--- config.mk ---
export PLATFORM = sky130hd
export DESIGN_NAME = alu8_core
export DESIGN_NICKNAME = d
export VERILOG_FILES = /design/src/rtl/alu8_pkg.sv /design/src/rtl/alu8_addsub.sv /design/src/rtl/alu8_logic.sv /design/src/rtl/alu8_shift.sv /design/src/rtl/alu8_core.sv
export SDC_FILE = /design/constraint.sdc
export NUM_CORES = 1
export LEC_CHECK = 0
export BUFFER_PORTS_ARGS = -buffer_cell sky130_fd_sc_hd__buf_2
export CORE_ASPECT_RATIO = 1.25
export CORE_MARGIN = 3
export CORE_UTILIZATION = 25
export CTS_CLUSTER_SIZE = 25
export DETAILED_ROUTE_END_ITERATION = 12
export PLACE_DENSITY_LB_ADDON = 0.12
export SLEW_MARGIN = 25
export SYNTH_ARGS = -nofsm -noshare
export SYNTH_HDL_FRONTEND = slang
export SYNTH_SLANG_ARGS = --single-unit
--- constraint.sdc ---
create_clock -name clk -period 9.55 [get_ports clk]
set_clock_uncertainty 0.2 [all_clocks]
set_input_delay 0.955 -clock clk [delete_from_list [all_inputs] [get_ports clk]]
set_output_delay 0.955 -clock clk [all_outputs]
set_load 0.05 [all_outputs]
--- src/rtl/alu8_pkg.sv ---
package alu8_pkg;

    localparam int FLAG_W = 6;
    localparam int FC = 0;
    localparam int FZ = 1;
    localparam int FN = 2;
    localparam int FV = 3;
    localparam int FS = 4;
    localparam int FH = 5;

    typedef enum logic [4:0] {
        OP_ADD  = 5'd0,
        OP_ADC  = 5'd1,
        OP_SUB  = 5'd2,
        OP_SBC  = 5'd3,
        OP_AND  = 5'd4,
        OP_OR   = 5'd5,
        OP_XOR  = 5'd6,
        OP_COM  = 5'd7,
        OP_NEG  = 5'd8,
        OP_INC  = 5'd9,
        OP_DEC  = 5'd10,
        OP_CMP  = 5'd11,
        OP_CPC  = 5'd12,
        OP_LSL  = 5'd13,
        OP_LSR  = 5'd14,
        OP_ROL  = 5'd15,
        OP_ROR  = 5'd16,
        OP_ASR  = 5'd17,
        OP_SWAP = 5'd18
    } alu_op_e;

    typedef struct packed {
        logic h;
        logic s;
        logic v;
        logic n;
        logic z;
        logic c;
    } flags_t;

endpackage

--- src/rtl/alu8_addsub.sv ---
module alu8_addsub #(
    parameter int DW = 8
) (
    input  logic [DW-1:0] a,
    input  logic [DW-1:0] b,
    input  logic          sub,
    input  logic          cin,
    output logic [DW-1:0] res,
    output logic          cout,
    output logic          hc,
    output logic          ovf
);
    localparam int HB = DW / 2;

    logic [DW-1:0] b_eff;
    logic          c_eff;
    logic [DW:0]   full_sum;
    logic [HB:0]   half_sum;

    always_comb begin
        // subtraction as a + ~b + ~borrow; carry out inverted gives borrow
        b_eff    = sub ? ~b : b;
        c_eff    = sub ? ~cin : cin;
        full_sum = {1'b0, a} + {1'b0, b_eff} + {{DW{1'b0}}, c_eff};
        half_sum = {1'b0, a[HB-1:0]} + {1'b0, b_eff[HB-1:0]} + {{HB{1'b0}}, c_eff};
        res      = full_sum[DW-1:0];
        cout     = full_sum[DW] ^ sub;
        hc       = half_sum[HB] ^ sub;
        ovf      = (a[DW-1] == b_eff[DW-1]) && (full_sum[DW-1] != a[DW-1]);
    end
endmodule

--- src/rtl/alu8_logic.sv ---
module alu8_logic
    import alu8_pkg::*;
#(
    parameter int DW = 8
) (
    input  alu_op_e       op,
    input  logic [DW-1:0] a,
    input  logic [DW-1:0] b,
    output logic [DW-1:0] res
);
    always_comb begin
        unique case (op)
            OP_AND:  res = a & b;
            OP_OR:   res = a | b;
            OP_XOR:  res = a ^ b;
            default: res = a;
        endcase
    end
endmodule

--- src/rtl/alu8_shift.sv ---
module alu8_shift
    import alu8_pkg::*;
#(
    parameter int DW = 8
) (
    input  alu_op_e       op,
    input  logic [DW-1:0] a,
    input  logic          cin,
    output logic [DW-1:0] res,
    output logic          cout
);
    localparam int HALF = DW / 2;

    always_comb begin
        res  = a;
        cout = cin;
        unique case (op)
            OP_LSL: begin
                res  = {a[DW-2:0], 1'b0};
                cout = a[DW-1];
            end
            OP_LSR: begin
                res  = {1'b0, a[DW-1:1]};
                cout = a[0];
            end
            OP_ROL: begin
                res  = {a[DW-2:0], cin};
                cout = a[DW-1];
            end
            OP_ROR: begin
                res  = {cin, a[DW-1:1]};
                cout = a[0];
            end
            OP_ASR: begin
                res  = {a[DW-1], a[DW-1:1]};
                cout = a[0];
            end
            OP_SWAP: begin
                res  = {a[HALF-1:0], a[DW-1:HALF]};
            end
            default: ;
        endcase
    end
endmodule

--- src/rtl/alu8_core.sv ---
module alu8_core
    import alu8_pkg::*;
#(
    parameter int DW = 8
) (
    input  logic              clk,
    input  logic              rst_n,
    input  logic              op_valid,
    input  logic [4:0]        op_code,
    input  logic [DW-1:0]     opnd_a,
    input  logic [DW-1:0]     opnd_b,
    output logic [DW-1:0]     result,
    output logic              result_we,
    output logic [FLAG_W-1:0] flag_mask,
    output logic [FLAG_W-1:0] flag_next,
    output logic [FLAG_W-1:0] flags_o
);
    localparam logic [FLAG_W-1:0] M_ALL   = '1;
    localparam logic [FLAG_W-1:0] M_ZCNVS = FLAG_W'((1 << FC) | (1 << FZ) | (1 << FN) | (1 << FV) | (1 << FS));
    localparam logic [FLAG_W-1:0] M_ZNVS  = FLAG_W'((1 << FZ) | (1 << FN) | (1 << FV) | (1 << FS));
    localparam logic [DW-1:0]     ONE     = DW'(1);

    alu_op_e             op_e;
    flags_t              cur;
    flags_t              nf;
    logic [FLAG_W-1:0]   flags_q;
    logic [FLAG_W-1:0]   nf_v;
    logic [FLAG_W-1:0]   mask_c;
    logic [DW-1:0]       res_c;
    logic                wr_c;
    logic                z_chain;

    logic [DW-1:0]       as_a;
    logic [DW-1:0]       as_b;
    logic                as_sub;
    logic                as_cin;
    logic [DW-1:0]       as_res;
    logic                as_c;
    logic                as_h;
    logic                as_v;
    logic [DW-1:0]       lg_res;
    logic [DW-1:0]       sh_res;
    logic                sh_c;

    assign op_e = alu_op_e'(op_code);
    assign cur  = flags_t'(flags_q);

    // operand steering for the shared adder
    always_comb begin
        as_a   = opnd_a;
        as_b   = opnd_b;
        as_sub = 1'b0;
        as_cin = 1'b0;
        unique case (op_e)
            OP_ADC: as_cin = cur.c;
            OP_SUB, OP_CMP: as_sub = 1'b1;
            OP_SBC, OP_CPC: begin
                as_sub = 1'b1;
                as_cin = cur.c;
            end
            OP_NEG: begin
                as_a   = '0;
                as_b   = opnd_a;
                as_sub = 1'b1;
            end
            OP_INC: as_b = ONE;
            OP_DEC: begin
                as_b   = ONE;
                as_sub = 1'b1;
            end
            default: ;
        endcase
    end

    alu8_addsub #(.DW(DW)) u_addsub (
        .a    (as_a),
        .b    (as_b),
        .sub  (as_sub),
        .cin  (as_cin),
        .res  (as_res),
        .cout (as_c),
        .hc   (as_h),
        .ovf  (as_v)
    );

    alu8_logic #(.DW(DW)) u_logic (
        .op  (op_e),
        .a   (opnd_a),
        .b   (opnd_b),
        .res (lg_res)
    );

    alu8_shift #(.DW(DW)) u_shift (
        .op   (op_e),
        .a    (opnd_a),
        .cin  (cur.c),
        .res  (sh_res),
        .cout (sh_c)
    );

    // result, write enable, mask and new flag values
    always_comb begin
        res_c   = '0;
        wr_c    = 1'b0;
        mask_c  = '0;
        nf      = cur;
        z_chain = 1'b0;
        unique case (op_e)
            OP_ADD, OP_ADC, OP_SUB, OP_SBC, OP_NEG: begin
                res_c   = as_res;
                wr_c    = 1'b1;
                mask_c  = M_ALL;
                nf.c    = as_c;
                nf.h    = as_h;
                nf.v    = as_v;
                z_chain = (op_e == OP_SBC);
            end
            OP_CMP, OP_CPC: begin
                res_c   = as_res;
                mask_c  = M_ALL;
                nf.c    = as_c;
                nf.h    = as_h;
                nf.v    = as_v;
                z_chain = (op_e == OP_CPC);
            end
            OP_INC, OP_DEC: begin
                res_c  = as_res;
                wr_c   = 1'b1;
                mask_c = M_ZNVS;
                nf.v   = as_v;
            end
            OP_AND, OP_OR, OP_XOR: begin
                res_c  = lg_res;
                wr_c   = 1'b1;
                mask_c = M_ZNVS;
                nf.v   = 1'b0;
            end
            OP_COM: begin
                res_c  = ~opnd_a;
                wr_c   = 1'b1;
                mask_c = M_ZCNVS;
                nf.c   = 1'b1;
                nf.v   = 1'b0;
            end
            OP_LSL, OP_LSR, OP_ROL, OP_ROR, OP_ASR: begin
                res_c  = sh_res;
                wr_c   = 1'b1;
                mask_c = M_ZCNVS;
                nf.c   = sh_c;
                nf.v   = sh_res[DW-1] ^ sh_c;
            end
            OP_SWAP: begin
                res_c = sh_res;
                wr_c  = 1'b1;
            end
            default: ;
        endcase
        nf.n = res_c[DW-1];
        nf.z = (res_c == '0) && (!z_chain || cur.z);
        nf.s = nf.n ^ nf.v;
    end

    assign nf_v      = nf;
    assign result    = res_c;
    assign result_we = wr_c & op_valid;
    assign flag_mask = mask_c;
    assign flag_next = (flags_q & ~mask_c) | (nf_v & mask_c);
    assign flags_o   = flags_q;

    // status flag register
    always_ff @(posedge clk or negedge rst_n) begin
        if (!rst_n) begin
            flags_q <= '0;
        end else if (op_valid) begin
            flags_q <= flag_next;
        end
    end
endmodule

==> impl_metrics.csv <==
group,metric,value,unit
clocking,postCtsHoldBufs,0,
placed_design,dp.cells,389,
worst_hold_path,hold_end,"flags_o[3]",
global_routing,first_global_vias,2153,
power_and_ir_drop,power_frac_clock,0.126,
clocking,clk_path_buf_depth,2,
yosys,ys_seq_area_frac,0.07682,
worst_hold_path,hold_path_depth,1,
clocking,ctsHtreeMaxLevel,1,
die,boundaryPins,51,
yosys,synth_compound_area_frac,0.3175,
detailed_routing,drtIter0Drc,167,
sta,period_share,0.6859,
cells_and_area,num-nets-final,351,
global_routing,grt_overflow,0,
yosys,syn_area_per_cell,7.320,um^2
yosys,async_reset_ff_frac,1.000,
yosys,syn_area,1954,um^2
yosys,synthAdderAreaFrac,0.1677,
sta,setup-tns-final,0,ns
cells_and_area,final_util,0.2994,
yosys,synth_edf_count,0,
yosys,ys_ff_latch,6,
power_and_ir_drop,swShare,0.5882,
power_and_ir_drop,p_leak,0.001101,uW
clocking,worstSkewPairLatency,0.22,ns
critical_path,crit_arrival,5.40,ns
die,die-area,8921,um^2
cells_and_area,fillers,857,
sta,setup_violations,0,
yosys,synth_flop_cell,"dfrtp_1",
sta,max_slew_margin,0.3250,
yosys,synth-xor-area-share,0.07170,
detailed_routing,maxUsedRoutingLayer,"met4",
yosys,netlist_instances,267,
cells_and_area,layout-area-overhead-vs-synth,14.72,%
detailed_routing,drt_wl_total,7250,um
clocking,cts_resized,0,
clocking,path_clk_slew,0.04,ns
yosys,synth_top_family_by_area,"compound AO/OA/AOI/OAI gates",
outcome,status,"completed",
die,die_w,85.08,um
critical_path,slowest_delay,0.66,ns
placed_design,portBuffers,50,
global_routing,grt_max_degree,22,
power_and_ir_drop,p_per_area,135.5,nW/um^2
clocking,post_cts_buffers,0,
yosys,synth_warnings,0,
critical_path,crit_path_end_kind,"output pin",
power_and_ir_drop,combPwrFrac,0.743,
critical_path,required,8.40,ns
critical_path,crit_chain,"buf_2 -> nor3b_1 -> and2_1 -> a22oi_1 -> xor2_1 -> fa_1 -> fa_1 -> nand3_1 -> nand2_1 -> a31oi_1 -> xnor2_1 -> a2111oi_0 -> a41oi_1 -> nor2_1 -> buf_2",
sta,hold_viol,0,
die,start_util,0.2610,
power_and_ir_drop,peakVddDrop,0.07171,mV
cells_and_area,stdcell_count,392,
run,max_cap_viol_count,0,
sta,rsz0062_at_grt,"false",
clocking,numCtsBuffers,3,
worst_hold_path,worstHoldStart,"flags_o[3]",
detailed_routing,drt-met1-wl,3140,um
yosys,synth_fp_nets,316,
die,core-area,7488,um^2
detailed_routing,met2_length,3588,um
die,dieHeight,104.9,um
cells_and_area,num_antenna_cells,0,
yosys,synthSimpleGateAreaFrac,0.2279,
detailed_routing,vias,2139,
placed_design,detailed_place_hpwl,5821,um
detailed_routing,remaining_drc_errors,0,
global_routing,antenna_found_initial,0,
cells_and_area,largest_register_ffs,6,
critical_path,rrSetupSlack,5.41,ns
detailed_routing,dr_wl_met3,328,um
detailed_routing,wl_per_cell,18.49,um
critical_path,crit_fanout,19,
yosys,ys_types,60,
detailed_routing,antenna_left,0,
power_and_ir_drop,intPower,125.1,uW
die,num_rows,35,
critical_path,cp-start-kind,"primary input",
global_routing,grt_util_all_layers,0.1614,
clocking,cts_tree,"yes",
clocking,cts_sinks,6,
critical_path,rr_endpoint,"flags_o[1]",
power_and_ir_drop,pwr-share-seq,0.131,
placed_design,gp_congestion,0.8694,
detailed_routing,avgViaCountPerCell,5.457,
power_and_ir_drop,p_sw,178.7,uW
cells_and_area,drive_gt1_frac,0.2067,
worst_hold_path,min_path_type,"flop to flop",
critical_path,reg2reg_from,"flags_o[0]",
sta,tightestPinTransition,1.010,ns
detailed_routing,first_pass_iters,7,
global_routing,grt_pass1_wl,11600,um
critical_path,crit_type,"primary input to output pin",
sta,fin_crit,6.551,ns
sta,slew_viol_final,0,
critical_path,r2r_cells,12,
clocking,cts-root-buf,"clkbuf_8",
yosys,synth_mux_area_frac,0.02753,
sta,fmax,152.7,MHz
critical_path,crit_slowest_cell,"a2111oi_0",
## how the worst max path moves through the flow
stage | to | from
2_1_floorplan | flag_next[1] | op_code[0]
3_3_place_gp | flag_next[1] | op_code[3]
3_5_place_dp | flag_next[1] | op_code[3]
4_1_cts | flag_next[1] | op_code[0]
5_1_grt | flag_next[1] | op_code[3]
6_report | flag_next[1] | op_code[3]
## stage by stage
step / instance area [um^2] / worst slack (ns) / power, uW / hold slack [ns]
finish: 2242 / 2.999 / 303.8 / 0.3123
global placement: 2201 / 3.139 / 266.7 / 0.3159
detailed placement: 2201 / 2.992 / 266.5 / 0.3149
CTS: 2242 / 2.999 / 306.0 / 0.3215
global route: 2242 / 2.494 / 324.6 / 0.3348
floorplan: 1954 / 3.280 / 211.9 / 0.4175
## power by group through the flow
stage	sequential (uW)	combinational, uW	clock [uW]
detailed placement	40.5	226	0
finish	39.8	226	38.3
floorplan	58.9	153	0
global placement	40.2	227	0
CTS	40.1	227	39.3
global route	41.0	243	40.7
## logic make-up (layout without fill, tap and decap cells)
kind of cell / count (synthesis) / in the layout
AO/OA/AOI/OAI: 86 / 86
XOR/XNOR: 16 / 16
adder cells (fa/ha/maj): 25 / 25
buffers and inverters: 45 / 78
flip-flops: 6 / 6
multiplexers: 5 / 5
AND/OR/NAND/NOR: 84 / 84
## metal layers
layer / up-vias / global-route usage
met1: 1006 / 0.2106
met2: 67 / 0.2756
met5: - / 0
met3: 13 / 0.01656
met4: 0 / 0.04977
li1: 1053 / -
## critical path, delay by kind of cell
kind                       cells  cell delay (ns)
xor gates and xnor gates       2             0.34
adders and majority gates      2             0.88
buffers and inverters          2             0.54
and+or+nand+nor                5             1.21
AOI/OAI and AO/OA              4             1.46
## cells in the mapped netlist (5+ instances only)
cell / count / area [um^2]
nor3b_1: 5 / 37.54
dfrtp_1: 6 / 150.1
a22oi_1: 14 / 105.1
o21ai_0: 8 / 40.04
nor3_1: 8 / 40.04
clkbuf_1: 8 / 30.03
nor2_1: 21 / 78.83
inv_1: 24 / 90.09
xnor2_1: 12 / 105.1
a21oi_1: 15 / 75.07
nand2_1: 19 / 71.32
ha_1: 23 / 287.8
buf_2: 5 / 25.02
buf_4: 5 / 37.54
nand3_1: 9 / 45.04
a21o_1: 5 / 37.54
## layout by cell type (no fill, tap or decap), types with 2 or more instances in the layout
| cell type | count |
|---|---|
| a22oi_1 | 14 |
| and3_1 | 4 |
| a2111oi_0 | 2 |
| o2bb2ai_1 | 2 |
| a31oi_1 | 4 |
| clkbuf_8 | 3 |
| xor2_1 | 4 |
| xnor2_1 | 12 |
| nand4_1 | 2 |
| inv_1 | 24 |
| nor3_1 | 8 |
| nand2_1 | 19 |
| o21a_1 | 2 |
| dfrtp_1 | 6 |
| mux2_2 | 3 |
| or3_1 | 2 |
| nor2_1 | 21 |
| a21o_1 | 5 |
| nor3b_1 | 5 |
| a22o_1 | 4 |
| mux2i_1 | 2 |
| buf_2 | 50 |
| and2_1 | 2 |
| nand3_1 | 9 |
| a211oi_1 | 3 |
| ha_1 | 23 |
| o21ai_1 | 2 |
| o21bai_1 | 2 |
| o2111ai_1 | 2 |
| o22ai_1 | 2 |
| o21ai_0 | 8 |
| a2bb2oi_1 | 4 |
| fa_1 | 2 |
| a32oi_1 | 4 |
| a21oi_1 | 15 |
## area by class of cell
| cell class | count | area [um^2] | area share |
|---|---|---|---|
| Inverter | 24 | 90.09 | 0.04018 |
| Multi-Input combinational cell | 216 | 1588 | 0.7081 |
| Clock buffer | 3 | 41.29 | 0.01842 |
| Sequential cell | 6 | 150.1 | 0.06696 |
| Timing Repair Buffer | 51 | 257.7 | 0.1150 |
| Tap cell | 92 | 115.1 | 0.05134 |
(Power assumes the default switching activity.)
